<file path="src/rtl/dbg_cmd_pkg.sv">
package dbg_cmd_pkg;

  localparam logic [7:0] WAKE_FIRST  = 8'h55;
  localparam logic [7:0] WAKE_SECOND = 8'hAA;
  localparam logic [7:0] ACK_BYTE    = 8'hCC;
  localparam logic [7:0] SYNC_BYTE   = 8'h00;

  typedef enum logic [3:0] {
    S_WAKE0, S_WAKE1, S_CMD, S_ECHO, S_HDR, S_HDRCHK, S_DLOAD, S_UPRD, S_UPTX
  } engState_t;

  typedef enum logic [1:0] {TX_ACK, TX_SYNC, TX_RX, TX_MEM} txSrc_t;

  typedef struct packed {
    logic   hdrShift;
    logic   incAddr;
    logic   decCnt;
    logic   txLoad;
    txSrc_t txSel;
  } dpStrobe_t;

endpackage

</file>
<file path="src/rtl/dbg_cmd_datapath.sv">
module dbg_cmd_datapath
  import dbg_cmd_pkg::*;
#(
  parameter int ADDR_W   = 24,
  parameter int CNT_W    = 16,
  parameter int RESV_TOP = 5
) (
  input  logic              clk,
  input  logic              rstN,
  input  dpStrobe_t         strb,
  input  logic [7:0]        rxData,
  input  logic [7:0]        memRdata,
  input  logic              memWe,
  output logic [ADDR_W-1:0] addr,
  output logic              cntZero,
  output logic              cntLast,
  output logic              inResv,
  output logic              txValid,
  output logic [7:0]        txData
);

  logic [ADDR_W-1:0] addrQ;
  logic [CNT_W-1:0]  cntQ;

  // Header bytes enter at the top of {count,address} and move down, so the
  // first (least significant address) byte lands in addrQ[7:0].
  always_ff @(posedge clk) begin
    if (!rstN) begin
      addrQ <= '0;
      cntQ  <= '0;
    end else if (strb.hdrShift) begin
      {cntQ, addrQ} <= {rxData, cntQ, addrQ[ADDR_W-1:8]};
    end else begin
      if (strb.incAddr) addrQ <= addrQ + 1'b1;
      if (strb.decCnt)  cntQ  <= cntQ - 1'b1;
    end
  end

  always_ff @(posedge clk) begin
    if (!rstN) begin
      txValid <= 1'b0;
      txData  <= '0;
    end else begin
      txValid <= strb.txLoad;
      if (strb.txLoad) begin
        case (strb.txSel)
          TX_ACK:  txData <= ACK_BYTE;
          TX_SYNC: txData <= SYNC_BYTE;
          TX_RX:   txData <= rxData;
          default: txData <= memRdata;
        endcase
      end
    end
  end

  assign addr    = addrQ;
  assign cntZero = (cntQ == '0);
  assign cntLast = (cntQ == CNT_W'(1));
  assign inResv  = (addrQ <= ADDR_W'(RESV_TOP));

  p_no_resv_write_r6: assert property (@(posedge clk) disable iff (!rstN)
    memWe |-> (addrQ > ADDR_W'(RESV_TOP)));

  p_cnt_step_r5: assert property (@(posedge clk) disable iff (!rstN)
    (strb.decCnt && !strb.hdrShift) |=> (cntQ == CNT_W'($past(cntQ) - 1'b1)));

  p_addr_step_r7: assert property (@(posedge clk) disable iff (!rstN)
    (strb.incAddr && !strb.hdrShift) |=> (addrQ == ADDR_W'($past(addrQ) + 1'b1)));

  p_tx_one_cycle_r11: assert property (@(posedge clk) disable iff (!rstN)
    !strb.txLoad |=> !txValid);

endmodule

</file>
<file path="src/rtl/dbg_cmd_control.sv">
module dbg_cmd_control
  import dbg_cmd_pkg::*;
#(
  parameter int HDR_BYTES = 5
) (
  input  logic       clk,
  input  logic       rstN,
  input  logic       rxValid,
  input  logic [7:0] rxData,
  input  logic       cntZero,
  input  logic       cntLast,
  input  logic       inResv,
  output dpStrobe_t  strb,
  output logic       memWe,
  output logic       errPulse
);

  localparam int HCW = $clog2(HDR_BYTES + 1);

  engState_t      state, nxt;
  logic [HCW-1:0] hdrCnt;
  logic           isUpload;
  logic           errNext;

  always_comb begin
    nxt     = state;
    strb    = '0;
    memWe   = 1'b0;
    errNext = 1'b0;
    case (state)
      S_WAKE0: if (rxValid && rxData == WAKE_FIRST) nxt = S_WAKE1;
      S_WAKE1: if (rxValid) begin
        if (rxData == WAKE_SECOND) begin
          nxt          = S_CMD;
          strb.txLoad  = 1'b1;
          strb.txSel   = TX_ACK;
        end else if (rxData != WAKE_FIRST) begin
          nxt = S_WAKE0;
        end
      end
      S_CMD: if (rxValid) begin
        case (rxData)
          8'h00: begin strb.txLoad = 1'b1; strb.txSel = TX_SYNC; end
          8'h01: nxt = S_ECHO;
          8'h02, 8'h03: nxt = S_HDR;
          8'h04, 8'h05: begin strb.txLoad = 1'b1; strb.txSel = TX_ACK; end
          8'h06, 8'h07: ;
          default: errNext = 1'b1;
        endcase
      end
      S_ECHO: if (rxValid) begin
        strb.txLoad = 1'b1;
        strb.txSel  = TX_RX;
        nxt         = S_CMD;
      end
      S_HDR: if (rxValid) begin
        strb.hdrShift = 1'b1;
        if (hdrCnt == HCW'(HDR_BYTES - 1)) nxt = S_HDRCHK;
      end
      S_HDRCHK: begin
        if (cntZero)       nxt = S_CMD;
        else if (isUpload) nxt = S_UPRD;
        else               nxt = S_DLOAD;
      end
      S_DLOAD: if (rxValid) begin
        strb.incAddr = 1'b1;
        strb.decCnt  = 1'b1;
        if (inResv) errNext = 1'b1;
        else        memWe   = 1'b1;
        if (cntLast) nxt = S_CMD;
      end
      S_UPRD: nxt = S_UPTX;
      S_UPTX: begin
        strb.txLoad  = 1'b1;
        strb.txSel   = TX_MEM;
        strb.incAddr = 1'b1;
        strb.decCnt  = 1'b1;
        nxt          = cntLast ? S_CMD : S_UPRD;
      end
      default: nxt = S_WAKE0;
    endcase
  end

  always_ff @(posedge clk) begin
    if (!rstN) begin
      state    <= S_WAKE0;
      hdrCnt   <= '0;
      isUpload <= 1'b0;
      errPulse <= 1'b0;
    end else begin
      state    <= nxt;
      errPulse <= errNext;
      if (state == S_CMD) begin
        hdrCnt <= '0;
        if (rxValid) isUpload <= (rxData == 8'h03);
      end else if (strb.hdrShift) begin
        hdrCnt <= hdrCnt + 1'b1;
      end
    end
  end

  p_closed_no_mem_r2: assert property (@(posedge clk) disable iff (!rstN)
    (state == S_WAKE0 || state == S_WAKE1) |-> (!memWe && !strb.incAddr));

  p_zero_count_r8: assert property (@(posedge clk) disable iff (!rstN)
    (state == S_HDRCHK && cntZero) |=> (state == S_CMD));

  p_unknown_err_r10: assert property (@(posedge clk) disable iff (!rstN)
    (state == S_CMD && rxValid && rxData > 8'h07) |=> (errPulse && state == S_CMD));

  p_cmd_wait_no_tx_r9: assert property (@(posedge clk) disable iff (!rstN)
    (state == S_CMD && rxValid && (rxData == 8'h06 || rxData == 8'h07)) |-> !strb.txLoad);

endmodule

</file>
<file path="src/rtl/dbg_cmd_engine.sv">
module dbg_cmd_engine
  import dbg_cmd_pkg::*;
#(
  parameter int ADDR_W   = 24,
  parameter int CNT_W    = 16,
  parameter int RESV_TOP = 5
) (
  input  logic              clk,
  input  logic              rstN,
  input  logic              rxValid,
  input  logic [7:0]        rxData,
  output logic              txValid,
  output logic [7:0]        txData,
  output logic [ADDR_W-1:0] memAddr,
  output logic [7:0]        memWdata,
  output logic              memWe,
  input  logic [7:0]        memRdata,
  output logic              errPulse
);

  localparam int HDR_BYTES = (ADDR_W + CNT_W) / 8;

  dpStrobe_t strb;
  logic      cntZero, cntLast, inResv;

  dbg_cmd_control #(.HDR_BYTES(HDR_BYTES)) ctrl_i (
    .clk(clk), .rstN(rstN), .rxValid(rxValid), .rxData(rxData),
    .cntZero(cntZero), .cntLast(cntLast), .inResv(inResv),
    .strb(strb), .memWe(memWe), .errPulse(errPulse)
  );

  dbg_cmd_datapath #(.ADDR_W(ADDR_W), .CNT_W(CNT_W), .RESV_TOP(RESV_TOP)) dp_i (
    .clk(clk), .rstN(rstN), .strb(strb), .rxData(rxData), .memRdata(memRdata),
    .memWe(memWe), .addr(memAddr), .cntZero(cntZero), .cntLast(cntLast),
    .inResv(inResv), .txValid(txValid), .txData(txData)
  );

  assign memWdata = rxData;

endmodule

</file>
<file path="config.mk">
export PLATFORM = sky130hd
export DESIGN_NAME = dbg_cmd_engine
export DESIGN_NICKNAME = d
export VERILOG_FILES = /design/src/rtl/dbg_cmd_pkg.sv /design/src/rtl/dbg_cmd_datapath.sv /design/src/rtl/dbg_cmd_control.sv /design/src/rtl/dbg_cmd_engine.sv
export SDC_FILE = /design/constraint.sdc
export NUM_CORES = 1
export LEC_CHECK = 0
export ABC_CLOCK_PERIOD_IN_PS = 2300
export BUFFER_PORTS_ARGS = -buffer_cell sky130_fd_sc_hd__buf_2
export CAP_MARGIN = 10
export CORE_MARGIN = 5
export CORE_UTILIZATION = 40
export CTS_CLUSTER_SIZE = 24
export DETAILED_ROUTE_END_ITERATION = 6
export PLACE_DENSITY = 0.62
export SETUP_SLACK_MARGIN = 0.5
export SLEW_MARGIN = 0
export SYNTH_ARGS = -nofsm -noshare
export SYNTH_HDL_FRONTEND = slang
export SYNTH_SLANG_ARGS = --single-unit
export TNS_END_PERCENT = 30
</file>
<file path="constraint.sdc">
create_clock -name clk -period 2.3 [get_ports clk]
set_input_delay 0.23 -clock clk [delete_from_list [all_inputs] [get_ports clk]]
set_output_delay 0.23 -clock clk [all_outputs]
set_load 0.02 [all_outputs]
</file>
* Yosys cells after proc, flatten, opt, wreduce, memory -nomap -nowiden
Index checks and enable logic that the tools add are counted.
** Operators by class
- $mul :: 0
- Shift-type cells :: 0
- $lt $le $gt $ge :: 1
- Reductions and logical operators :: 13
- Bitwise gates (word level) :: 1
- Equality and inequality tests :: 32
- Divide/modulo/power cells :: 0
- Add/subtract/negate cells :: 3
- Multiplexer cells :: 38
** Operators with widths (number)
- $mux W24 :: 2
- $mux W4 :: 11
- $pmux W4 S9 :: 1
- $eq A8 B3 Y1 const B :: 4
- $mux W16 :: 2
- $add A24 B1 Y24 const B :: 1
- $le A24 B3 Y1 const B :: 1
- $pmux W8 S3 :: 1
- $eq A16 B1 Y1 const B :: 1
- $eq A4 B3 Y1 const B :: 4
- $eq A8 B2 Y1 const B :: 2
- $logic_not A16 Y1 :: 1
- $sub A16 B1 Y16 const B :: 1
- $mux W3 :: 5
- $pmux W3 S4 :: 1
- $mux W1 :: 10
- $ne A2 B2 Y1 const B :: 5
- $reduce_and A10 Y1 :: 1
- $eq A4 B2 Y1 const B :: 2
- $eq A8 B1 Y1 const B :: 1
- $eq A8 B7 Y1 const B :: 1
- $eq A8 B8 Y1 const B :: 1
- $logic_not A8 Y1 :: 1
- $ne A8 B7 Y1 const B :: 1
- other kinds (22) :: 27
** Storage, ports and cells
- Bits in registers :: 58
- Bits of input ports :: 19
- Latch bits :: 0
- Bits in read-only memories :: 0
- Bits in writable memories :: 0
- Memories :: 0

* Logic depth before layout (Yosys ltp)
Gate-level depths: netlist (run 1).
- Depth after elaboration :: 7
- Mapped depth :: 8
- Gate-level depth less buffers :: 7

* By module
From an unflattened synthesis (run 1), not the netlist that was laid out.
** Second synthesis, totals
- Cells, all modules :: 449
- Area, all modules :: 3574.7 sq um
** By module, submodules not included
- dbg_cmd_datapath :: cells each 340, area each 2757.6 sq um, seq. area each 980.9 sq um, times used 1
- dbg_cmd_control :: cells each 101, area each 757.0 sq um, seq. area each 180.2 sq um, times used 1
- dbg_cmd_engine :: cells each 8, area each 60.1 sq um, seq. area each 0.0 sq um, times used 1

* Worst setup path after synthesis (run 1)
OpenSTA, ideal clock, no wires.
- Path type :: register -> register
- From :: register dp_i.cntQ[4]
- To :: register ctrl_i.state[0]
- Stages on the path, launching flop included :: 6
- Setup time :: 0.128 ns
- Arrival :: 1.890 ns
- Setup slack :: 0.282 ns
- Data required time :: 2.172 ns
- Path buffers :: 0
- Cell sequence :: dfxtp_1 or4_4 or4b_1 a31oi_1 nand3_2 mux2i_1
** Between the ends
- Word-level cells in the longest chain between the ends :: 3
** Ends and longest elaborated chain
- from (decl) :: RTL line dbg_cmd_datapath.sv:23 : logic [CNT_W-1:0] cntQ;
- from (signal assigned) :: RTL line dbg_cmd_datapath.sv:32 : {cntQ, addrQ} <= {rxData, cntQ, addrQ[ADDR_W-1:8]};
- from (signal assigned) :: RTL line dbg_cmd_datapath.sv:35 : if (strb.decCnt) cntQ <= cntQ - 1'b1;
- $eq A16 B1 Y1 / $logic_not A16 Y1 (equally long branches) :: RTL line dbg_cmd_datapath.sv:58, dbg_cmd_datapath.sv:57
- $mux W3, or another cell as far along :: RTL line dbg_cmd_control.sv:78 : nxt = cntLast ? S_CMD : S_UPRD;
- $pmux W4 S9 / $reduce_and A10 Y1 (equally long branches)
- to (signal assigned) :: RTL line dbg_cmd_control.sv:91 : state <= nxt;
- to (decl) :: RTL line dbg_cmd_control.sv:20 : engState_t state, nxt;
Parallel ways exist; a longest one is shown, timed or not.
A chain may end at the register's enable or synchronous reset.

* Final worst setup path (run 1)
- From :: register dp_i.cntQ[5]
- To :: register ctrl_i.state[1]
** Between the ends
- Word-level cells in the longest chain between the ends :: 3
** Ends and longest elaborated chain
- $eq A16 B1 Y1 :: RTL line dbg_cmd_datapath.sv:58 : assign cntLast = (cntQ == CNT_W'(1));
- $ne A2 B1 Y1 (no source line)
- $reduce_and A10 Y1 (no source line)
No other way between the ends.

==> impl_metrics.py, run 1 <==
metrics = {
    "run_status": {
        "status": "completed",
    },
    "critical_path": {
        "start_kind": "flop",
        "slowest_stage": "or4b_4",
        "worst_path_largest_cell_delay_ns": 0.59,
        "path_class": "reg -> reg",
        "crit_required_ns": 2.55,
        "end_kind": "flop",
        "cp_data_arrival_time_ns": 2.30,
        "path_cells": "or4_4 > or4b_4 > a31oi_4 > nand3_4 > mux2i_1",
        "critPathBufInv": 0,
        "crit_fanout": 3,
        "critPathTopFamily": "simple AND/OR/NAND/NOR gates",
    },
    "synthesis": {
        "yosysSeqAreaShare_pct": 32.2,
        "synth.distinct_cells": 68,
        "synthArstFlopShare_pct": 0,
        "ys_top_cells_by_area": "dfxtp_1, nand2_1, a21oi_1",
        "ys_warn_count": 0,
        "syn-num-nets": 485,
        "synth_flop_cell": "dfxtp_1",
        "avgSynthCellArea_um2": 7.88,
        "synth_top_cell_area_share_pct": 32.2,
        "synth_edf_count": 0,
        "synth_top_area_cell": "dfxtp_1",
        "synth-seq-cells": 58,
        "synth_cells": 458,
        "syn_area_um2": 3610,
    },
    "die": {
        "die_h_um": 105,
        "rows": 34,
        "die_w_um": 105,
        "dieArea_um2": 11000,
        "initial_core_util_pct": 41.2,
        "coreArea_um2": 8760,
        "io_pins": 62,
    },
    "placement": {
        "place_area_um2": 4130,
        "dp_cells": 616,
        "dp_hpwl_um": 7870,
        "portBuffers": 61,
        "place_congestion": 0.926,
        "dp_slack_ns": 0.149,
    },
    "final_layout": {
        "area_growth_syn_to_layout_pct": 27.3,
        "stdcell_count": 649,
        "fin_nets": 564,
        "drive_gt1_share_pct": 30.5,
        "diodes": 0,
        "postLayoutCoreUtil_pct": 52.5,
        "finalInstanceArea_um2": 4600,
        "nFillCells": 853,
    },
    "routing": {
        "drc": 0,
        "vias_per_cell": 6.02,
        "wire_per_inst_um": 17.7,
        "drt_wl_total_um": 11500,
        "first_pass_iters": 5,
        "vias": 3905,
        "drt-initial-drc-count": 185,
        "final_antenna_net_count": 0,
    },
    "timing": {
        "worst_slack_ns": 0.253,
        "setup_viol": 0,
        "slew_headroom_pct": 66.4,
        "max_freq_mhz": 489,
        "finalMaxSlewViolations": 0,
        "rsz0062_at_grt": "true",
        "worst_hold_slack_ns": 0.191,
        "skew_ns": 0.00667,
        "min_period_ns": 2.05,
        "tns_ns": 0,
        "hold_viol": 0,
        "fin_crit_sh_pct": 89.0,
        "worst_pin_slew_ns": 0.505,
    },
    "clock_tree": {
        "clock-sinks": 58,
        "cts.htree.levels": 3,
        "cts_tree": "yes",
        "root_buffer": "clkbuf_8",
        "path_clk_slew_ns": 0.07,
        "ctsHoldBuffers": 0,
        "cts_buffers": 9,
        "ctsLongestPathBuffers": 2,
        "clkLatencyLatePin_ns": 0.34,
    },
    "grt": {
        "grt_max_degree": 38,
        "grtUsageTotal_pct": 20.1,
        "grt_pass1_wl_um": 18400,
        "gr-total-overflow": 0,
        "grt_pass1_vias": 3667,
        "antenna_found_initial": 0,
    },
    "power_and_ir_drop": {
        "p_leak_nw": 1.89,
        "power.total_mw": 1.99,
        "peakVddDrop_v": 0.000227,
        "power_density_nw_per_um2": 432,
    },
    "run": {
        "drv_cap": 0,
    },
    "worst_hold_path": {
        "hold_path.class": "in -> reg",
    },
}
-- cell usage after synthesis (4+ instances only) --
library cell,count
dfxtp_1,58
nand4_1,15
nor2_1,35
or4_1,5
a21oi_1,33
nor4_1,7
nand4b_1,5
a221oi_1,6
nand3_1,21
nand2b_1,5
xnor2_1,8
a22oi_1,12
nand2_1,45
and3_1,11
nor2b_1,7
nor3_1,11
a21o_1,6
xor2_1,9
o21ai_0,5
buf_4,8
a31oi_1,9
ha_1,8
inv_1,12
o211ai_1,4
clkbuf_1,26
a211oi_1,9
o21ai_1,9
-- tightest hold or removal path, cell delays in order --
cell	delay [ns]
buf_2	0.13
nand2_1	0.06
a31oi_1	0.06
-- logic make-up after synthesis --
| group | Yosys count | synth area share (%) |
|---|---|---|
| flops | 58 | 32.2 |
| buf+inv | 50 | 6.10 |
| xor+xnor | 17 | 4.12 |
| mux | 4 | 1.14 |
| compound gates | 126 | 24.1 |
| simple gates | 195 | 29.6 |
| fa+ha+maj | 8 | 2.77 |
-- metal layers --
layer | up-vias | share of wire [%] | wire [µm] | track usage, %
li1 | 1868 | - | - | -
met3 | 14 | 7.2 | 823 | 4.56
met5 | - | 0 | 0 | 0
met4 | 0 | 1.0 | 119 | 6.58
met2 | 141 | 48 | 5560 | 32.5
met1 | 1882 | 43 | 5000 | 26.6
-- final cells by class --
type	instances	area [µm²]	share of cell area [%]
clock buffers	12	155	3.38
clock inverters	3	15.0	0.327
inverters	12	45.0	0.980
multi-input cells	350	2370	51.6
flip-flops and latches	58	1180	25.7
well taps	108	135	2.94
repair buffers	106	692	15.1
-- path summary, 6_finish.rpt --
check	from	slack [ns]	cells past startpoint	endpoint
max	dp_i.cntQ[5]	0.25	5	ctrl_i.state[1]
min	rxData[5]	0.19	3	dp_i.cntQ[13]
max reg2reg	dp_i.cntQ[5]	0.25	5	ctrl_i.state[1]
min reg2reg	dp_i.txData[0]	0.47	2	dp_i.txData[0]
-- state kept, by name, indices dropped and copies added, names as in the netlist --
signal and cells:
ctrl_i.state 4, dp_i.cntQ 16, dp_i.txValid 1, ctrl_i.errPulse 1, ctrl_i.hdrCnt 3, ctrl_i.isUpload 1, dp_i.txData 8, dp_i.addr 24
-- what timing repair did --
item / 4_1_cts / 5_1_grt
gates resized for setup: 21 / 9
setup buffers: 16 / 0
setup endpoints to repair: 52 / 45
pin swaps: 14 / 4
cloned: 2 / 0
-- placed cells by master (no fill, tap or decap), types with 4 or more instances in the layout --
master | netlist | final
ha_1 | 8 | 7
nor2b_1 | 7 | 4
o21ai_0 | 5 | 5
buf_2 | 2 | 63
nor2_1 | 35 | 34
xnor2_1 | 8 | 8
nand2b_1 | 5 | 5
clkbuf_8 | 0 | 11
nor4_1 | 7 | 6
inv_1 | 12 | 12
nand4b_1 | 5 | 5
buf_4 | 8 | 39
nand4_1 | 15 | 15
a31oi_1 | 9 | 8
a21o_1 | 6 | 4
dfxtp_1 | 58 | 42
nor3_1 | 11 | 11
a221oi_1 | 6 | 5
nand2_1 | 45 | 44
a22oi_1 | 12 | 12
dfxtp_2 | 0 | 15
or4_1 | 5 | 4
o211ai_1 | 4 | 4
nand3_1 | 21 | 21
a211oi_1 | 9 | 7
xor2_1 | 9 | 9
a21oi_1 | 33 | 31
and3_1 | 11 | 11
o21ai_1 | 9 | 9
-- where the power goes --
part	internal (mW)	switching, mW	total (mW)
clock	0.439	0.415	0.854
sequential	1.00	0.00814	1.01
combinational	0.0417	0.0791	0.121
No activity file was read; power rests on OpenSTA's default activity.
==> run 2: changes to the inputs <==
--- a/config.mk
+++ b/config.mk
@@ -11,4 +11,5 @@
 export CORE_MARGIN = 5
 export CORE_UTILIZATION = 40
+export CTS_CLUSTER_DIAMETER = 50
 export CTS_CLUSTER_SIZE = 24
 export DETAILED_ROUTE_END_ITERATION = 6
==> constraint.sdc (replaced) <==
create_clock -name clk -period 2.3 [get_ports clk]
set_input_delay 0.23 -clock clk [delete_from_list [all_inputs] [get_ports clk]]
set_output_delay 0.23 -clock clk [all_outputs]
set_load 0.01 [all_outputs]
==> impl_metrics.py, run 2 (synthesis gave the netlist of run 1 again) <==
metrics = {
    "grt": {
        "grt_pass1_wl_um": 18800,
        "grtUsageTotal_pct": 20.5,
        "grt_max_degree": 38,
        "antenna_found_initial": 0,
        "grt_pass1_vias": 3769,
        "gr-total-overflow": 0,
    },
    "clock_tree": {
        "ctsLongestPathBuffers": 2,
        "cts.htree.levels": 3,
        "cts_tree": "yes",
        "clkLatencyLatePin_ns": 0.34,
        "root_buffer": "clkbuf_8",
        "clock-sinks": 58,
        "cts_buffers": 9,
        "path_clk_slew_ns": 0.07,
    },
    "run": {
        "drv_cap": 0,
    },
    "timing": {
        "fin_crit_sh_pct": 86.3,
        "tns_ns": 0,
        "slew_headroom_pct": 68.2,
        "max_freq_mhz": 504,
        "setup_viol": 0,
        "skew_ns": 0.00438,
        "rsz0062_at_grt": "true",
        "finalMaxSlewViolations": 0,
        "worst_slack_ns": 0.316,
        "worst_hold_slack_ns": 0.219,
        "hold_viol": 0,
        "min_period_ns": 1.98,
        "worst_pin_slew_ns": 0.475,
    },
    "critical_path": {
        "end_kind": "flop",
        "critPathLaunch": "dp_i.cntQ[4]",
        "cp_data_arrival_time_ns": 2.21,
        "rr_startpoint": "dp_i.cntQ[4]",
        "crit_required_ns": 2.52,
        "crit_fanout": 3,
        "start_kind": "flop",
        "path_class": "reg -> reg",
    },
    "die": {
        "die_w_um": 105,
        "rows": 34,
        "die_h_um": 105,
        "coreArea_um2": 8760,
        "dieArea_um2": 11000,
        "io_pins": 62,
        "initial_core_util_pct": 41.2,
    },
    "routing": {
        "drc": 0,
        "wire_per_inst_um": 18.1,
        "drt-initial-drc-count": 357,
        "final_antenna_net_count": 0,
        "vias": 3952,
        "vias_per_cell": 6.00,
        "first_pass_iters": 5,
        "drt_wl_total_um": 11900,
    },
    "worst_hold_path": {
        "hold_path.class": "in -> reg",
        "hp-start": "memRdata[4]",
    },
    "power_and_ir_drop": {
        "power.share.sequential_pct": 47.2,
        "p_sw_mw": 0.506,
        "p_int_mw": 1.63,
        "p_comb_share_pct": 6.0,
        "swShare_pct": 23.6,
        "clkPwrFrac_pct": 46.9,
        "peakVddDrop_v": 0.000259,
        "power_density_nw_per_um2": 441,
        "p_leak_nw": 1.99,
    },
    "run_status": {
        "status": "completed",
    },
    "placement": {
        "portBuffers": 61,
        "dp_hpwl_um": 7810,
        "dp_slack_ns": 0.238,
        "dp_cells": 617,
        "place_congestion": 0.942,
    },
    "final_layout": {
        "regArea_um2": 1190,
        "largest_register_ffs": 24,
        "drive_gt1_share_pct": 34.3,
        "stdcell_count": 659,
        "area_growth_syn_to_layout_pct": 34.3,
        "layout_common_cells": "buf_2, nand2_1, buf_4",
        "diodes": 0,
        "nFillCells": 810,
        "multi_input_area_um2": 2460,
        "fin_nets": 574,
        "final_common_cell": "buf_2",
    },
}
==> run 2: final timing paths <==
path	end	slack, ns	cells after the start
setup reg to reg	ctrl_i.state[0]	0.32	5
hold reg to reg	ctrl_i.isUpload	0.48	2
setup / recovery	ctrl_i.state[0]	0.32	5
hold / removal	dp_i.txData[4]	0.22	3
==> run 2: timing repair <==
| item | CTS | global route |
|---|---|---|
| gates cloned | 0 | 1 |
| setup endpoints to repair | 38 | 50 |
| buffers inserted | 12 | 14 |
| hold buffers | 0 | 0 |
| gates resized for setup | 32 | 34 |
| pin swaps | 10 | 17 |
==> run 2: layout make-up <==
class / count / share of cell area (%)
multi-input combinational: 350 / 50.9
sequential: 58 / 24.5
timing repair buffer: 116 / 16.8
clock buffer: 13 / 3.48
tap: 108 / 2.79
inverter: 12 / 0.929
clock inverter: 2 / 0.723
==> run 2: per-stage QoR <==
| step | power [mW] | utilization [%] | instance area (µm²) |
|---|---|---|---|
| 2_1_floorplan | 1.10 | - | 3640 |
| 3_3_place_gp | 1.15 | 47.3 | 4140 |
| 3_5_place_dp | 1.15 | 47.3 | 4140 |
| 4_1_cts | 2.15 | 52.2 | 4570 |
| 5_1_grt | 2.21 | 55.3 | 4850 |
| 6_report | 2.14 | 55.3 | 4850 |
==> run 2: worst max-delay path, cell delays in order, from the launching register on <==
cell and delay [ns]:
dfxtp_2 0.33, or4_4 0.57, or4b_4 0.54, a31oi_4 0.18, nand3_4 0.12, mux2i_1 0.14
==> run 2: routing by layer <==
| layer | GRT usage, % | routed length (µm) | vias to the layer above |
|---|---|---|---|
| li1 | - | - | 1882 |
| met1 | 26.9 | 5150 | 1890 |
| met2 | 33.5 | 5780 | 150 |
| met3 | 3.76 | 740 | 30 |
| met4 | 7.58 | 233 | 0 |
| met5 | 0 | 0 | - |
==> run 2: power by group through the flow <==
stage	Clock, mW	Sequential [mW]	Combinational, mW
floorplan	0	1.03	0.0706
global placement	0	1.03	0.113
detailed placement	0	1.03	0.113
CTS	1.02	1.01	0.116
global route	1.07	1.01	0.138
finish	1.00	1.01	0.127
